File: src/rtl/coh_pkg.sv
package coh_pkg;
  typedef enum logic [1:0] {LN_I = 2'd0, LN_S = 2'd1, LN_E = 2'd2, LN_M = 2'd3} line_st_t;
  typedef enum logic [2:0] {BC_NONE = 3'd0, BC_RD = 3'd1, BC_RDX = 3'd2,
                            BC_UPG = 3'd3, BC_WB = 3'd4} bus_cmd_t;

  // state of a valid line after another cache's transaction
  function automatic line_st_t snoop_next(line_st_t s, logic [2:0] c);
    case (c)
      BC_RD:          snoop_next = (s == LN_M || s == LN_E) ? LN_S : s;
      BC_RDX, BC_UPG: snoop_next = LN_I;
      default:        snoop_next = s;
    endcase
  endfunction

  // state installed at the end of an own fill
  function automatic line_st_t fill_state(logic own, logic shared_seen);
    if (own)              fill_state = LN_M;
    else if (shared_seen) fill_state = LN_S;
    else                  fill_state = LN_E;
  endfunction
endpackage

File: src/rtl/coh_tag_store.sv
module coh_tag_store #(
  parameter int IDX_W = 2,
  parameter int TAG_W = 6
) (
  input  logic             clk,
  input  logic             rst_n,
  input  logic             wr_en,
  input  logic [IDX_W-1:0] wr_idx,
  input  logic [TAG_W-1:0] wr_tag,
  input  logic [IDX_W-1:0] rd_idx,
  output logic [TAG_W-1:0] rd_tag
);
  localparam int NLINES = 1 << IDX_W;
  logic [TAG_W-1:0] tags [NLINES];

  always_ff @(posedge clk or negedge rst_n) begin
    if (!rst_n) begin
      for (int i = 0; i < NLINES; i++) tags[i] <= '0;
    end else if (wr_en) begin
      tags[wr_idx] <= wr_tag;
    end
  end

  assign rd_tag = tags[rd_idx];
endmodule

File: src/rtl/coh_state_array.sv
module coh_state_array #(
  parameter int IDX_W = 2
) (
  input  logic             clk,
  input  logic             rst_n,
  input  logic             loc_we,
  input  logic [IDX_W-1:0] loc_idx,
  input  logic [1:0]       loc_st,
  input  logic             snp_we,
  input  logic [IDX_W-1:0] snp_idx,
  input  logic [1:0]       snp_st,
  input  logic [IDX_W-1:0] rd_idx_a,
  output logic [1:0]       rd_st_a,
  input  logic [IDX_W-1:0] rd_idx_b,
  output logic [1:0]       rd_st_b
);
  localparam int NLINES = 1 << IDX_W;
  logic [1:0] st [NLINES];

  for (genvar g = 0; g < NLINES; g++) begin : g_line
    always_ff @(posedge clk or negedge rst_n) begin
      if (!rst_n)                                   st[g] <= 2'd0;
      else if (loc_we && loc_idx == IDX_W'(g))      st[g] <= loc_st;
      else if (snp_we && snp_idx == IDX_W'(g))      st[g] <= snp_st;
    end
  end

  assign rd_st_a = st[rd_idx_a];
  assign rd_st_b = st[rd_idx_b];
endmodule

File: src/rtl/mesi_snoop_ctrl.sv
module mesi_snoop_ctrl
  import coh_pkg::*;
#(
  parameter int ADDR_W = 8,
  parameter int IDX_W  = 2
) (
  input  logic              clk,
  input  logic              rst_n,
  input  logic              cpu_req,
  input  logic              cpu_we,
  input  logic [ADDR_W-1:0] cpu_addr,
  output logic              cpu_ready,
  output logic              bus_req,
  output logic [2:0]        bus_cmd,
  output logic [ADDR_W-1:0] bus_addr,
  input  logic              bus_gnt,
  input  logic              bus_done,
  input  logic              bus_shared_in,
  input  logic              snp_valid,
  input  logic [2:0]        snp_cmd,
  input  logic [ADDR_W-1:0] snp_addr,
  output logic              snp_shared_out,
  output logic              snp_wb_req
);
  localparam int TAG_W = ADDR_W - IDX_W;

  typedef enum logic [1:0] {PH_IDLE, PH_ARB, PH_XFER} phase_t;
  phase_t   ph;
  bus_cmd_t cur_cmd, next_cmd;

  // processor side lookup
  logic [IDX_W-1:0] c_idx;
  logic [TAG_W-1:0] c_tag, p_tag;
  logic [1:0]       c_st_raw;
  line_st_t         c_st;
  logic             c_hit, snp_same_idx, lookup_ok, hit_done, need_bus;

  // snoop side lookup
  logic [IDX_W-1:0] s_idx;
  logic [TAG_W-1:0] s_tag, d_tag;
  logic [1:0]       s_st_raw;
  line_st_t         s_st;
  logic             s_hit, snp_upd;

  // named internal events
  logic     ev_silent_upg, xfer_end, fill_end, loc_we;
  line_st_t loc_st, snp_st_new;

  assign c_idx = cpu_addr[IDX_W-1:0];
  assign c_tag = cpu_addr[ADDR_W-1:IDX_W];
  assign s_idx = snp_addr[IDX_W-1:0];
  assign s_tag = snp_addr[ADDR_W-1:IDX_W];
  assign c_st  = line_st_t'(c_st_raw);
  assign s_st  = line_st_t'(s_st_raw);

  assign c_hit        = (c_st != LN_I) && (p_tag == c_tag);
  assign snp_same_idx = snp_valid && (s_idx == c_idx);
  assign lookup_ok    = (ph == PH_IDLE) && cpu_req && !snp_same_idx;
  assign hit_done     = lookup_ok && c_hit &&
                        (!cpu_we || c_st == LN_E || c_st == LN_M);
  assign need_bus     = lookup_ok && !hit_done;
  assign cpu_ready    = hit_done;

  always_comb begin
    if (c_hit)              next_cmd = BC_UPG;
    else if (c_st == LN_M)  next_cmd = BC_WB;
    else if (cpu_we)        next_cmd = BC_RDX;
    else                    next_cmd = BC_RD;
  end

  always_ff @(posedge clk or negedge rst_n) begin
    if (!rst_n) begin
      ph      <= PH_IDLE;
      cur_cmd <= BC_NONE;
    end else begin
      case (ph)
        PH_IDLE: if (need_bus) begin
          ph      <= PH_ARB;
          cur_cmd <= next_cmd;
        end
        PH_ARB:  if (bus_gnt)  ph <= PH_XFER;
        PH_XFER: if (bus_done) begin
          ph      <= PH_IDLE;
          cur_cmd <= BC_NONE;
        end
        default: ph <= PH_IDLE;
      endcase
    end
  end

  assign bus_req  = (ph != PH_IDLE);
  assign bus_cmd  = bus_req ? cur_cmd : BC_NONE;
  assign bus_addr = (bus_req && cur_cmd == BC_WB) ? {p_tag, c_idx} : cpu_addr;

  assign ev_silent_upg = hit_done && cpu_we && (c_st == LN_E);
  assign xfer_end      = (ph == PH_XFER) && bus_done;
  assign fill_end      = xfer_end && (cur_cmd == BC_RD || cur_cmd == BC_RDX);
  assign loc_we        = ev_silent_upg || xfer_end;

  always_comb begin
    if (ev_silent_upg) loc_st = LN_M;
    else begin
      case (cur_cmd)
        BC_WB:   loc_st = LN_I;
        BC_UPG:  loc_st = LN_M;
        default: loc_st = fill_state(cur_cmd == BC_RDX, bus_shared_in);
      endcase
    end
  end

  assign s_hit          = snp_valid && (s_st != LN_I) && (d_tag == s_tag);
  assign snp_shared_out = s_hit;
  assign snp_wb_req     = s_hit && (s_st == LN_M) &&
                          (snp_cmd == BC_RD || snp_cmd == BC_RDX);
  assign snp_upd        = s_hit && (snp_cmd == BC_RD || snp_cmd == BC_RDX ||
                                    snp_cmd == BC_UPG);
  assign snp_st_new     = snoop_next(s_st, snp_cmd);

  coh_tag_store #(.IDX_W(IDX_W), .TAG_W(TAG_W)) u_tag_cpu (
    .clk(clk), .rst_n(rst_n), .wr_en(fill_end), .wr_idx(c_idx), .wr_tag(c_tag),
    .rd_idx(c_idx), .rd_tag(p_tag));

  coh_tag_store #(.IDX_W(IDX_W), .TAG_W(TAG_W)) u_tag_dup (
    .clk(clk), .rst_n(rst_n), .wr_en(fill_end), .wr_idx(c_idx), .wr_tag(c_tag),
    .rd_idx(s_idx), .rd_tag(d_tag));

  coh_state_array #(.IDX_W(IDX_W)) u_state (
    .clk(clk), .rst_n(rst_n),
    .loc_we(loc_we), .loc_idx(c_idx), .loc_st(loc_st),
    .snp_we(snp_upd), .snp_idx(s_idx), .snp_st(snp_st_new),
    .rd_idx_a(c_idx), .rd_st_a(c_st_raw),
    .rd_idx_b(s_idx), .rd_st_b(s_st_raw));
endmodule

File: config.mk
export PLATFORM = sky130hd
export DESIGN_NAME = mesi_snoop_ctrl
export DESIGN_NICKNAME = d
export VERILOG_FILES = /design/src/rtl/coh_pkg.sv /design/src/rtl/coh_tag_store.sv /design/src/rtl/coh_state_array.sv /design/src/rtl/mesi_snoop_ctrl.sv
export SDC_FILE = /design/constraint.sdc
export NUM_CORES = 1
export LEC_CHECK = 0
export BUFFER_PORTS_ARGS = -buffer_cell sky130_fd_sc_hd__buf_4
export CAP_MARGIN = 20
export CORE_MARGIN = 1
export CORE_UTILIZATION = 40
export DETAILED_ROUTE_END_ITERATION = 8
export GPL_TIMING_DRIVEN = 1
export PLACE_DENSITY = 0.64
export SETUP_SLACK_MARGIN = 0.4
export SKIP_CTS_REPAIR_TIMING = 1
export SYNTH_ARGS = -nofsm -noshare
export SYNTH_HDL_FRONTEND = slang
export SYNTH_HIERARCHICAL = 1
export SYNTH_SLANG_ARGS = --single-unit
File: constraint.sdc
create_clock -name clk -period 3.4 [get_ports clk]
set_input_delay 0.34 -clock clk [delete_from_list [all_inputs] [get_ports clk]]
set_output_delay 0.34 -clock clk [all_outputs]
set_load 0.02 [all_outputs]
==> impl_metrics.py, run 1 <==
metrics = {
    "global_route": {
        "antenna_found_initial": 0,
        "grt_pass1_vias": 2250,
        "grt_max_degree": 62,
        "grt_usage_pct": 17.52,
        "grt_pass1_wl_mm": 11.34,
        "gr-total-overflow": 0,
    },
    "critical_path": {
        "critPathArrivalTime_ns": 2.86,
        "crit_path_end_kind": "flip-flop",
        "crit_chain": "buf_4 -> mux4_2 -> xnor2_1 -> o2111ai_2 -> nor3_1 -> nand4_1 -> nand2_1 -> or3b_1 -> nor2_1 -> a21oi_1",
        "crit_start": "cpu_addr[0]",
        "r2r-start": "u_tag_cpu/tags[3]",
        "cp_data_required_time_ns": 3.62,
        "critical_path_class": "in -> reg",
        "startpoint_type": "input port",
        "worstPathMaxFanout": 22,
        "critPathSlowestCell": "mux4_2",
        "max_stage_delay_ns": 0.57,
    },
    "final_layout": {
        "nFillCells": 690,
        "n_antenna_cell": 0,
        "drive_above_1_share_pct": 44.16,
        "syn2layout_area_growth_pct": 18.83,
        "nNetsFinal": 330,
    },
    "placement": {
        "place_ws_ns": 0.4103,
        "place_congestion": 0.8063,
        "portBuffers": 41,
        "hpwl_mm": 4.742,
    },
    "floorplanning": {
        "dieArea_um2": 8657,
        "core_um2": 7888,
        "rows": 32,
        "die_x_um": 93.05,
        "die_h_um": 93.05,
        "io_pins": 42,
        "initial_core_util_pct": 42.04,
    },
    "yosys": {
        "synth_edf_count": 0,
        "synth_warnings": 6,
        "ys_ff_latch": 61,
        "synthesis.nets": 282,
        "synth_ff_type": "dfrtp_1",
        "ys_async_sr_fraction_pct": 100.0,
        "netlist_instances": 255,
        "syn-cell-area_um2": 3316,
        "synth.distinct_cells": 36,
        "seq_area_frac_synth_pct": 46.04,
        "postSynthAreaPerCell_um2": 13.00,
    },
    "timing": {
        "period_share_pct": 77.51,
        "fin_ws_ns": 0.7647,
        "setup_tns_ns": 0,
        "skew_ns": 0.007426,
        "tightest_slew_ns": 0.7793,
        "hold_viol_final": 0,
        "max_slew_margin_pct": 48.05,
        "finalSetupViolations": 0,
        "grt_setup_unrepaired": "no",
        "final_max_slew_viol_count": 0,
        "period_needed_ns": 2.635,
        "max_freq_mhz": 379.5,
    },
    "power": {
        "p_leak_nw": 1.816,
        "vdd_drop_max_mv": 0.2269,
        "power_density_nw_per_um2": 699.7,
    },
    "clocking": {
        "cts_tree": "done",
        "clk_latency_ns": 0.34,
        "cts.path.max_buffers": 2,
        "cts.sinks": 61,
        "cts_buffers": 9,
        "cts.clk_slew.worst_paths_ns": 0.07,
        "cts.htree.levels": 3,
        "root_buffer": "clkbuf_8",
    },
    "detailed_routing": {
        "drt_iter0_markers": 83,
        "drc": 0,
        "avgViaCountPerCell": 5.456,
        "antenna_left": 0,
        "wl_per_cell_um": 16.99,
        "first_pass_iters": 4,
        "routed_wl_mm": 6.967,
        "dr_total_vias": 2237,
    },
    "hold_path": {
        "min_path_type": "in -> async",
    },
    "status": {
        "status": "complete, no violations",
    },
    "run": {
        "cap_violations": 0,
    },
}
[final timing paths]
path                       cells after the start                end  slack, ns
min                                            1              ph[1]       0.07
max reg2reg                                    9      u_state/st[6]       0.79
min in group clk                               3              ph[0]       0.26
min reg2reg                                    1  u_tag_dup/tags[5]       0.50
max in group asynchronous                      1  u_tag_dup/tags[7]       2.81
max                                           10      u_state/st[6]       0.76
[power breakdown]
| group | internal, mW | switching, mW |
|---|---|---|
| clock | 0.398 | 0.286 |
| combinational | 0.499 | 0.402 |
| sequential | 1.00 | 0.172 |
[placed cells by master (no fill, tap or decap), drive strengths merged, types with 2 or more instances in the layout]
master / instances
nand2: 8
inv: 6
nand4: 2
nand3b: 8
nand3: 5
nor3b: 3
and2: 2
a21oi: 13
xnor2: 9
mux2i: 8
nor2b: 5
mux2: 54
nor4: 2
clkbuf: 13
mux4: 16
nor3: 2
buf: 42
dfrtp: 61
o21ai: 9
xor2: 7
nor2: 17
[cells in the mapped netlist (all sizes together) (2+ instances only)]
master	instances	share of area, %
dfrtp	61	46
o21ai	9	1.4
xor2	7	1.8
nor3	2	0.30
nand4	2	0.38
and2	2	0.38
buf	5	0.91
mux2i	8	2.4
nand3b	8	2.3
mux4	16	11
nor2b	5	0.94
nor4	2	0.38
nand2	8	0.91
inv	6	0.68
xnor2	9	2.4
nor3b	3	1.5
nand3	5	0.75
nor2	17	1.9
a21oi	13	2.0
mux2	54	18
[final cells by class]
cell class,count,area [um^2],share of cell area (%)
Clock buffer,13,168.9,4.287
Clock inverter,3,42.54,1.080
Inverter,6,22.52,0.5716
Multi-Input combinational cell,183,1737,44.08
Sequential cell,61,1526,38.74
Tap cell,102,127.6,3.239
Timing Repair Buffer,42,315.3,8.003
[stage by stage]
stage	utilization [%]	std cells	power (mW)	hold slack, ns	instance area [um^2]
2_1_floorplan	-	255	1.815	0.04441	3316
3_3_place_gp	47.27	394	2.067	0.4706	3729
3_5_place_dp	47.27	394	2.085	0.4753	3729
4_1_cts	49.95	410	2.783	0.1038	3940
5_1_grt	49.95	410	2.928	0.1224	3940
6_report	49.95	410	2.757	0.06878	3940
[worst max-delay path, delay by kind of cell]
kind / cells / cell delay [ns]
compound gates: 2 / 0.22
simple gates: 5 / 1.16
mux: 1 / 0.57
buf+inv: 1 / 0.31
xor+xnor: 1 / 0.25
[kinds of logic (layout without fill, tap and decap cells)]
kind of cell | Yosys count | after routing | share of synthesized area (%)
AND/OR/NAND/NOR | 58 | 58 | 10.68
XOR/XNOR | 16 | 16 | 4.227
flip-flops | 61 | 61 | 46.04
buffers and inverters | 11 | 64 | 1.585
multiplexers | 78 | 78 | 31.62
AO/OA/AOI/OAI | 31 | 31 | 5.849
[state kept, by name (all words and copies together), names as in the netlist]
signal / count
ph: 2
u_tag_cpu/tags: 24
cur_cmd: 3
u_tag_dup/tags: 24
u_state/st: 8
[layer usage]
| layer | up-vias | global-route usage [%] | share of wire (%) | wire length, um |
|---|---|---|---|---|
| li1 | 1055 | - | - | - |
| met1 | 1122 | 23.47 | 47 | 3302 |
| met2 | 48 | 26.29 | 47 | 3262 |
| met3 | 12 | 4.797 | 3.7 | 261 |
| met4 | 0 | 8.462 | 2.0 | 140 |
| met5 | - | 0 | 0 | 0 |
No activity file was read; power rests on OpenSTA's default activity.
==> run 2, diff against run 1 <==
clock period = 2.5 ns   (was 3.4 ns; I/O delays follow)
==> impl_metrics.py, run 2 (synthesized netlist as in run 1, its figures left out) <==
metrics = {
    "clocking": {
        "cts.sinks": 61,
        "cts_tree": "done",
        "root_buffer": "clkbuf_8",
        "cts_buffers": 9,
        "cts.clk_slew.worst_paths_ns": 0.07,
        "clk_latency_ns": 0.34,
        "cts.htree.levels": 3,
        "cts.path.max_buffers": 2,
    },
    "final_layout": {
        "fin_area_um2": 4153,
        "final_common_cell": "dfrtp_1",
        "top_regs": "u_tag_cpu/tags: 24 flops, u_tag_dup/tags: 24 flops, u_state/st: 8 flops",
        "utilization_pct": 52.65,
        "stdcell_count": 425,
        "syn2layout_area_growth_pct": 25.25,
        "nFillCells": 695,
        "final_cell_mix": "59 x dfrtp_1, 56 x buf_4, 54 x mux2_2",
        "nNetsFinal": 345,
        "n_antenna_cell": 0,
        "drive_above_1_share_pct": 51.70,
    },
    "power": {
        "pwr-share-clk_pct": 25.2,
        "p_int_mw": 2.728,
        "p_sw_share_pct": 30.48,
        "p_leak_nw": 1.918,
        "power_switching_mw": 1.196,
        "pwr-share-seq_pct": 40.6,
        "power_density_nw_per_um2": 945.1,
        "vdd_drop_max_mv": 0.3166,
        "power_frac_comb_pct": 34.3,
    },
    "global_route": {
        "grt_max_degree": 62,
        "gr-total-overflow": 0,
        "antenna_found_initial": 0,
        "grt_usage_pct": 18.05,
        "grt_pass1_wl_mm": 11.59,
        "grt_pass1_vias": 2255,
    },
    "placement": {
        "place_congestion": 0.8043,
        "placed_area_um2": 3855,
        "place_ws_ns": -0.07224,
        "dp.cells": 405,
        "portBuffers": 41,
        "hpwl_mm": 5.013,
    },
    "timing": {
        "fin_ws_ns": 0.01035,
        "finalSetupViolations": 0,
        "period_share_pct": 99.59,
        "period_needed_ns": 2.490,
        "skew_ns": 0.009542,
        "max_freq_mhz": 401.7,
        "grt_setup_unrepaired": "yes",
        "max_slew_margin_pct": 48.32,
        "setup_tns_ns": 0,
        "hold_ws_ns": -0.01362,
        "final_max_slew_viol_count": 0,
        "hold_viol_final": 13,
        "tightest_slew_ns": 0.7752,
    },
    "run": {
        "cap_violations": 0,
    },
    "detailed_routing": {
        "drc": 0,
        "dr_total_vias": 2290,
        "avgViaCountPerCell": 5.388,
        "first_pass_iters": 4,
        "antenna_left": 0,
        "routed_wl_mm": 7.071,
        "wl_per_cell_um": 16.64,
        "drt_iter0_markers": 138,
    },
    "critical_path": {
        "cp_num_buf_inv": 2,
        "worstPathMaxFanout": 2,
        "crit_top_cell": "buf_4",
        "critPathSlowestCell": "mux4_2",
        "crit_family": "simple AND/OR/NAND/NOR gates",
        "crit_chain": "mux4_2 -> xor2_1 -> nor4_2 -> nand4_1 -> buf_4 -> nor2_1 -> buf_4",
        "max_stage_delay_ns": 0.48,
        "critical_path_class": "reg -> out",
        "cp_data_required_time_ns": 2.25,
        "critPathArrivalTime_ns": 2.24,
        "startpoint_type": "flip-flop",
        "crit_path_end_kind": "output port",
    },
    "floorplanning": {
        "io_pins": 42,
        "initial_core_util_pct": 42.04,
        "dieArea_um2": 8657,
        "core_um2": 7888,
        "rows": 32,
        "die_h_um": 93.05,
        "die_x_um": 93.05,
    },
    "status": {
        "violations": "negative hold slack",
        "status": "complete, but fails checks",
    },
    "hold_path": {
        "min_path_type": "in -> async",
    },
}
[run 2: cell types whose count changed in the layout (fill, tap and decap cells not counted), moves of 2 or more]
cell,before,now
buf_4,42,56
dfrtp_1,61,59
dfrtp_2,0,2
nor2_1,17,14
nor2_4,0,2
nor3_1,2,0
nor3_2,0,2
xnor2_1,9,6
xnor2_2,0,3
[run 2: stage by stage]
step	hold slack, ns	power (mW)
final	-0.01362	3.925
after global routing	0.05327	4.173
after CTS	0.01131	3.912
after detailed placement	0.3812	2.906
after global placement	0.3777	2.868
after floorplan	-0.04559	2.499
[run 2: area by class of cell]
type / instances / area, um^2 / share of cell area [%]
clock buffer: 12 / 155.1 / 3.736
tap: 102 / 127.6 / 3.073
timing repair buffer: 57 / 431.7 / 10.39
inverter: 6 / 22.52 / 0.5423
multi-input combinational: 183 / 1817 / 43.75
clock inverter: 4 / 70.07 / 1.687
sequential: 61 / 1529 / 36.82
[run 2: final timing paths]
kind                                    start                 end  slack (ns)  cells after the start
max in group asynchronous               rst_n               ph[0]        1.98                      1
min in group clk                      bus_gnt               ph[0]        0.18                      3
max                        u_tag_dup/tags[10]          snp_wb_req        0.01                      7
max reg2reg                u_tag_dup/tags[10]       u_state/st[7]        0.03                      9
min                                     rst_n       u_state/st[2]       -0.01                      1
min reg2reg                u_tag_cpu/tags[19]  u_tag_cpu/tags[19]        0.50                      1
[run 2: per-layer routing]
layer | global-route usage [%] | part of all wire [%] | vias up
li1 | - | - | 1078
met4 | 7.308 | 0.95 | 0
met1 | 24.68 | 47 | 1181
met2 | 27.70 | 49 | 27
met5 | 0 | 0 | -
met3 | 4.228 | 2.6 | 4
[run 2: power by group through the flow]
stage / clock [mW] / combinational [mW] / sequential (mW)
floorplan: 0 / 0.974 / 1.52
global placement: 0 / 1.28 / 1.59
detailed placement: 0 / 1.31 / 1.60
CTS: 1.02 / 1.31 / 1.58
global route: 1.06 / 1.47 / 1.64
finish: 0.989 / 1.34 / 1.59
==> run 3, diff against run 2 <==
PLACE_DENSITY = 0.58   (was 0.64)
==> impl_metrics.py, run 3 (synthesized netlist as in run 1, its figures left out) <==
metrics = {
    "timing": {
        "final_max_slew_viol_count": 0,
        "finalSetupViolations": 0,
        "tightest_slew_ns": 0.7921,
        "period_needed_ns": 2.476,
        "grt_setup_unrepaired": "yes",
        "period_share_pct": 99.02,
        "fin_ws_ns": 0.02438,
        "hold_viol_final": 9,
        "skew_ns": 0.007080,
        "hold_ws_ns": -0.02238,
        "max_freq_mhz": 403.9,
        "max_slew_margin_pct": 47.20,
    },
    "critical_path": {
        "crit_path_end_kind": "output port",
        "crit_top_cell": "buf_4",
        "cp_data_required_time_ns": 2.25,
        "crit_start": "u_tag_dup/tags[0]",
        "max_stage_delay_ns": 0.48,
        "worstPathMaxFanout": 2,
        "startpoint_type": "flip-flop",
        "critical_path_class": "reg -> out",
        "r2r-start": "u_tag_cpu/tags[0]",
        "crit_family": "simple AND/OR/NAND/NOR gates",
        "crit_chain": "mux4_2 -> xor2_1 -> nor4_2 -> nand4_1 -> buf_4 -> nor2_1 -> buf_4",
        "critPathSlowestCell": "mux4_2",
        "cp_num_buf_inv": 2,
        "critPathArrivalTime_ns": 2.23,
    },
    "clocking": {
        "cts_buffers": 9,
        "cts.htree.levels": 3,
        "root_buffer": "clkbuf_8",
        "cts_tree": "done",
        "clk_latency_ns": 0.34,
        "cts.sinks": 61,
        "cts.clk_slew.worst_paths_ns": 0.07,
        "cts.path.max_buffers": 2,
    },
    "detailed_routing": {
        "routed_wl_mm": 7.562,
        "antenna_left": 0,
        "drc": 0,
        "first_pass_iters": 6,
        "dr_total_vias": 2308,
        "drt_iter0_markers": 85,
        "avgViaCountPerCell": 5.294,
        "wl_per_cell_um": 17.34,
    },
    "power": {
        "finalPower_mw": 4.096,
        "power_density_nw_per_um2": 951.3,
        "p_leak_nw": 1.985,
        "vdd_drop_max_mv": 0.3443,
    },
    "global_route": {
        "grt_pass1_vias": 2296,
        "use_met3_pct": 2.927,
        "use_met2_pct": 29.96,
        "antenna_found_initial": 0,
        "top_usage_layer": "met2",
        "use_met1_pct": 25.19,
        "grt_max_degree": 62,
        "grt_pass1_wl_mm": 12.03,
        "gr-total-overflow": 0,
        "grt_usage_pct": 18.71,
    },
    "status": {
        "violations": "negative hold slack",
        "status": "complete, but fails checks",
    },
    "floorplanning": {
        "rows": 32,
        "initial_core_util_pct": 42.04,
        "die_h_um": 93.05,
        "core_um2": 7888,
        "die_x_um": 93.05,
        "dieArea_um2": 8657,
        "io_pins": 42,
    },
    "final_layout": {
        "top_regs": "u_tag_cpu/tags: 24 flops, u_tag_dup/tags: 24 flops, u_state/st: 8 flops",
        "final_common_cell": "buf_4",
        "ff_latch_area_um2": 1529,
        "drive_above_1_share_pct": 55.09,
        "multiInputGateArea_um2": 1853,
        "nFillCells": 685,
        "syn2layout_area_growth_pct": 29.85,
        "n_antenna_cell": 0,
        "final_cell_mix": "64 x buf_4, 59 x dfrtp_1, 54 x mux2_2",
        "nNetsFinal": 356,
    },
    "hold_path": {
        "min_path_type": "in -> async",
    },
    "run": {
        "cap_violations": 0,
    },
    "placement": {
        "portBuffers": 41,
        "place_congestion": 0.7428,
        "hpwl_mm": 5.274,
        "place_ws_ns": -0.01447,
    },
}
-- run 3: final timing paths --
check                                endpoint  slack, ns  cells after the start
max                                snp_wb_req       0.02                      7
min in group clk                        ph[1]       0.17                      3
min reg2reg                u_tag_cpu/tags[10]       0.50                      1
max in group asynchronous  u_tag_cpu/tags[23]       1.98                      1
min                                     ph[1]      -0.02                      1
max reg2reg                     u_state/st[7]       0.14                      9
-- run 3: worst reg2reg max path, stage by stage (launching register included) --
cell       delay, ns
dfrtp_1         0.38
mux4_2          0.52
xnor2_2         0.18
o2111ai_2       0.16
nor3_2          0.16
nand4_1         0.14
nand2_1         0.12
or3b_4          0.42
nor2_1          0.12
a21oi_1         0.05
-- run 3: per-layer routing --
layer	up-vias	wire length [um]
met5	-	0
met4	0	173
met3	14	200
met2	33	3673
met1	1157	3516
li1	1104	-
-- run 3: cell type report --
class,count,area share (%)
Timing Repair Buffer,68,12.21
Inverter,6,0.5231
Tap cell,102,2.964
Clock inverter,6,2.557
Sequential cell,61,35.51
Multi-Input combinational cell,183,43.04
Clock buffer,10,3.197
-- run 3: power by group --
group          switching (mW)  internal, mW
registers               0.232          1.36
clock network           0.403         0.687
logic                   0.618         0.792
total                    1.25          2.84
-- run 3: stage by stage --
step	cell area, um^2	utilization [%]	setup TNS [ns]	hold slack (ns)	instances
5_1_grt	4305	54.58	-0.1540	0.06708	436
3_3_place_gp	3900	49.44	0	0.3882	411
6_report	4305	54.58	0	-0.02238	436
4_1_cts	4148	52.59	-0.002035	0.02546	427
3_5_place_dp	3900	49.44	-0.02789	0.3917	411
2_1_floorplan	3390	-	0	-0.04559	255
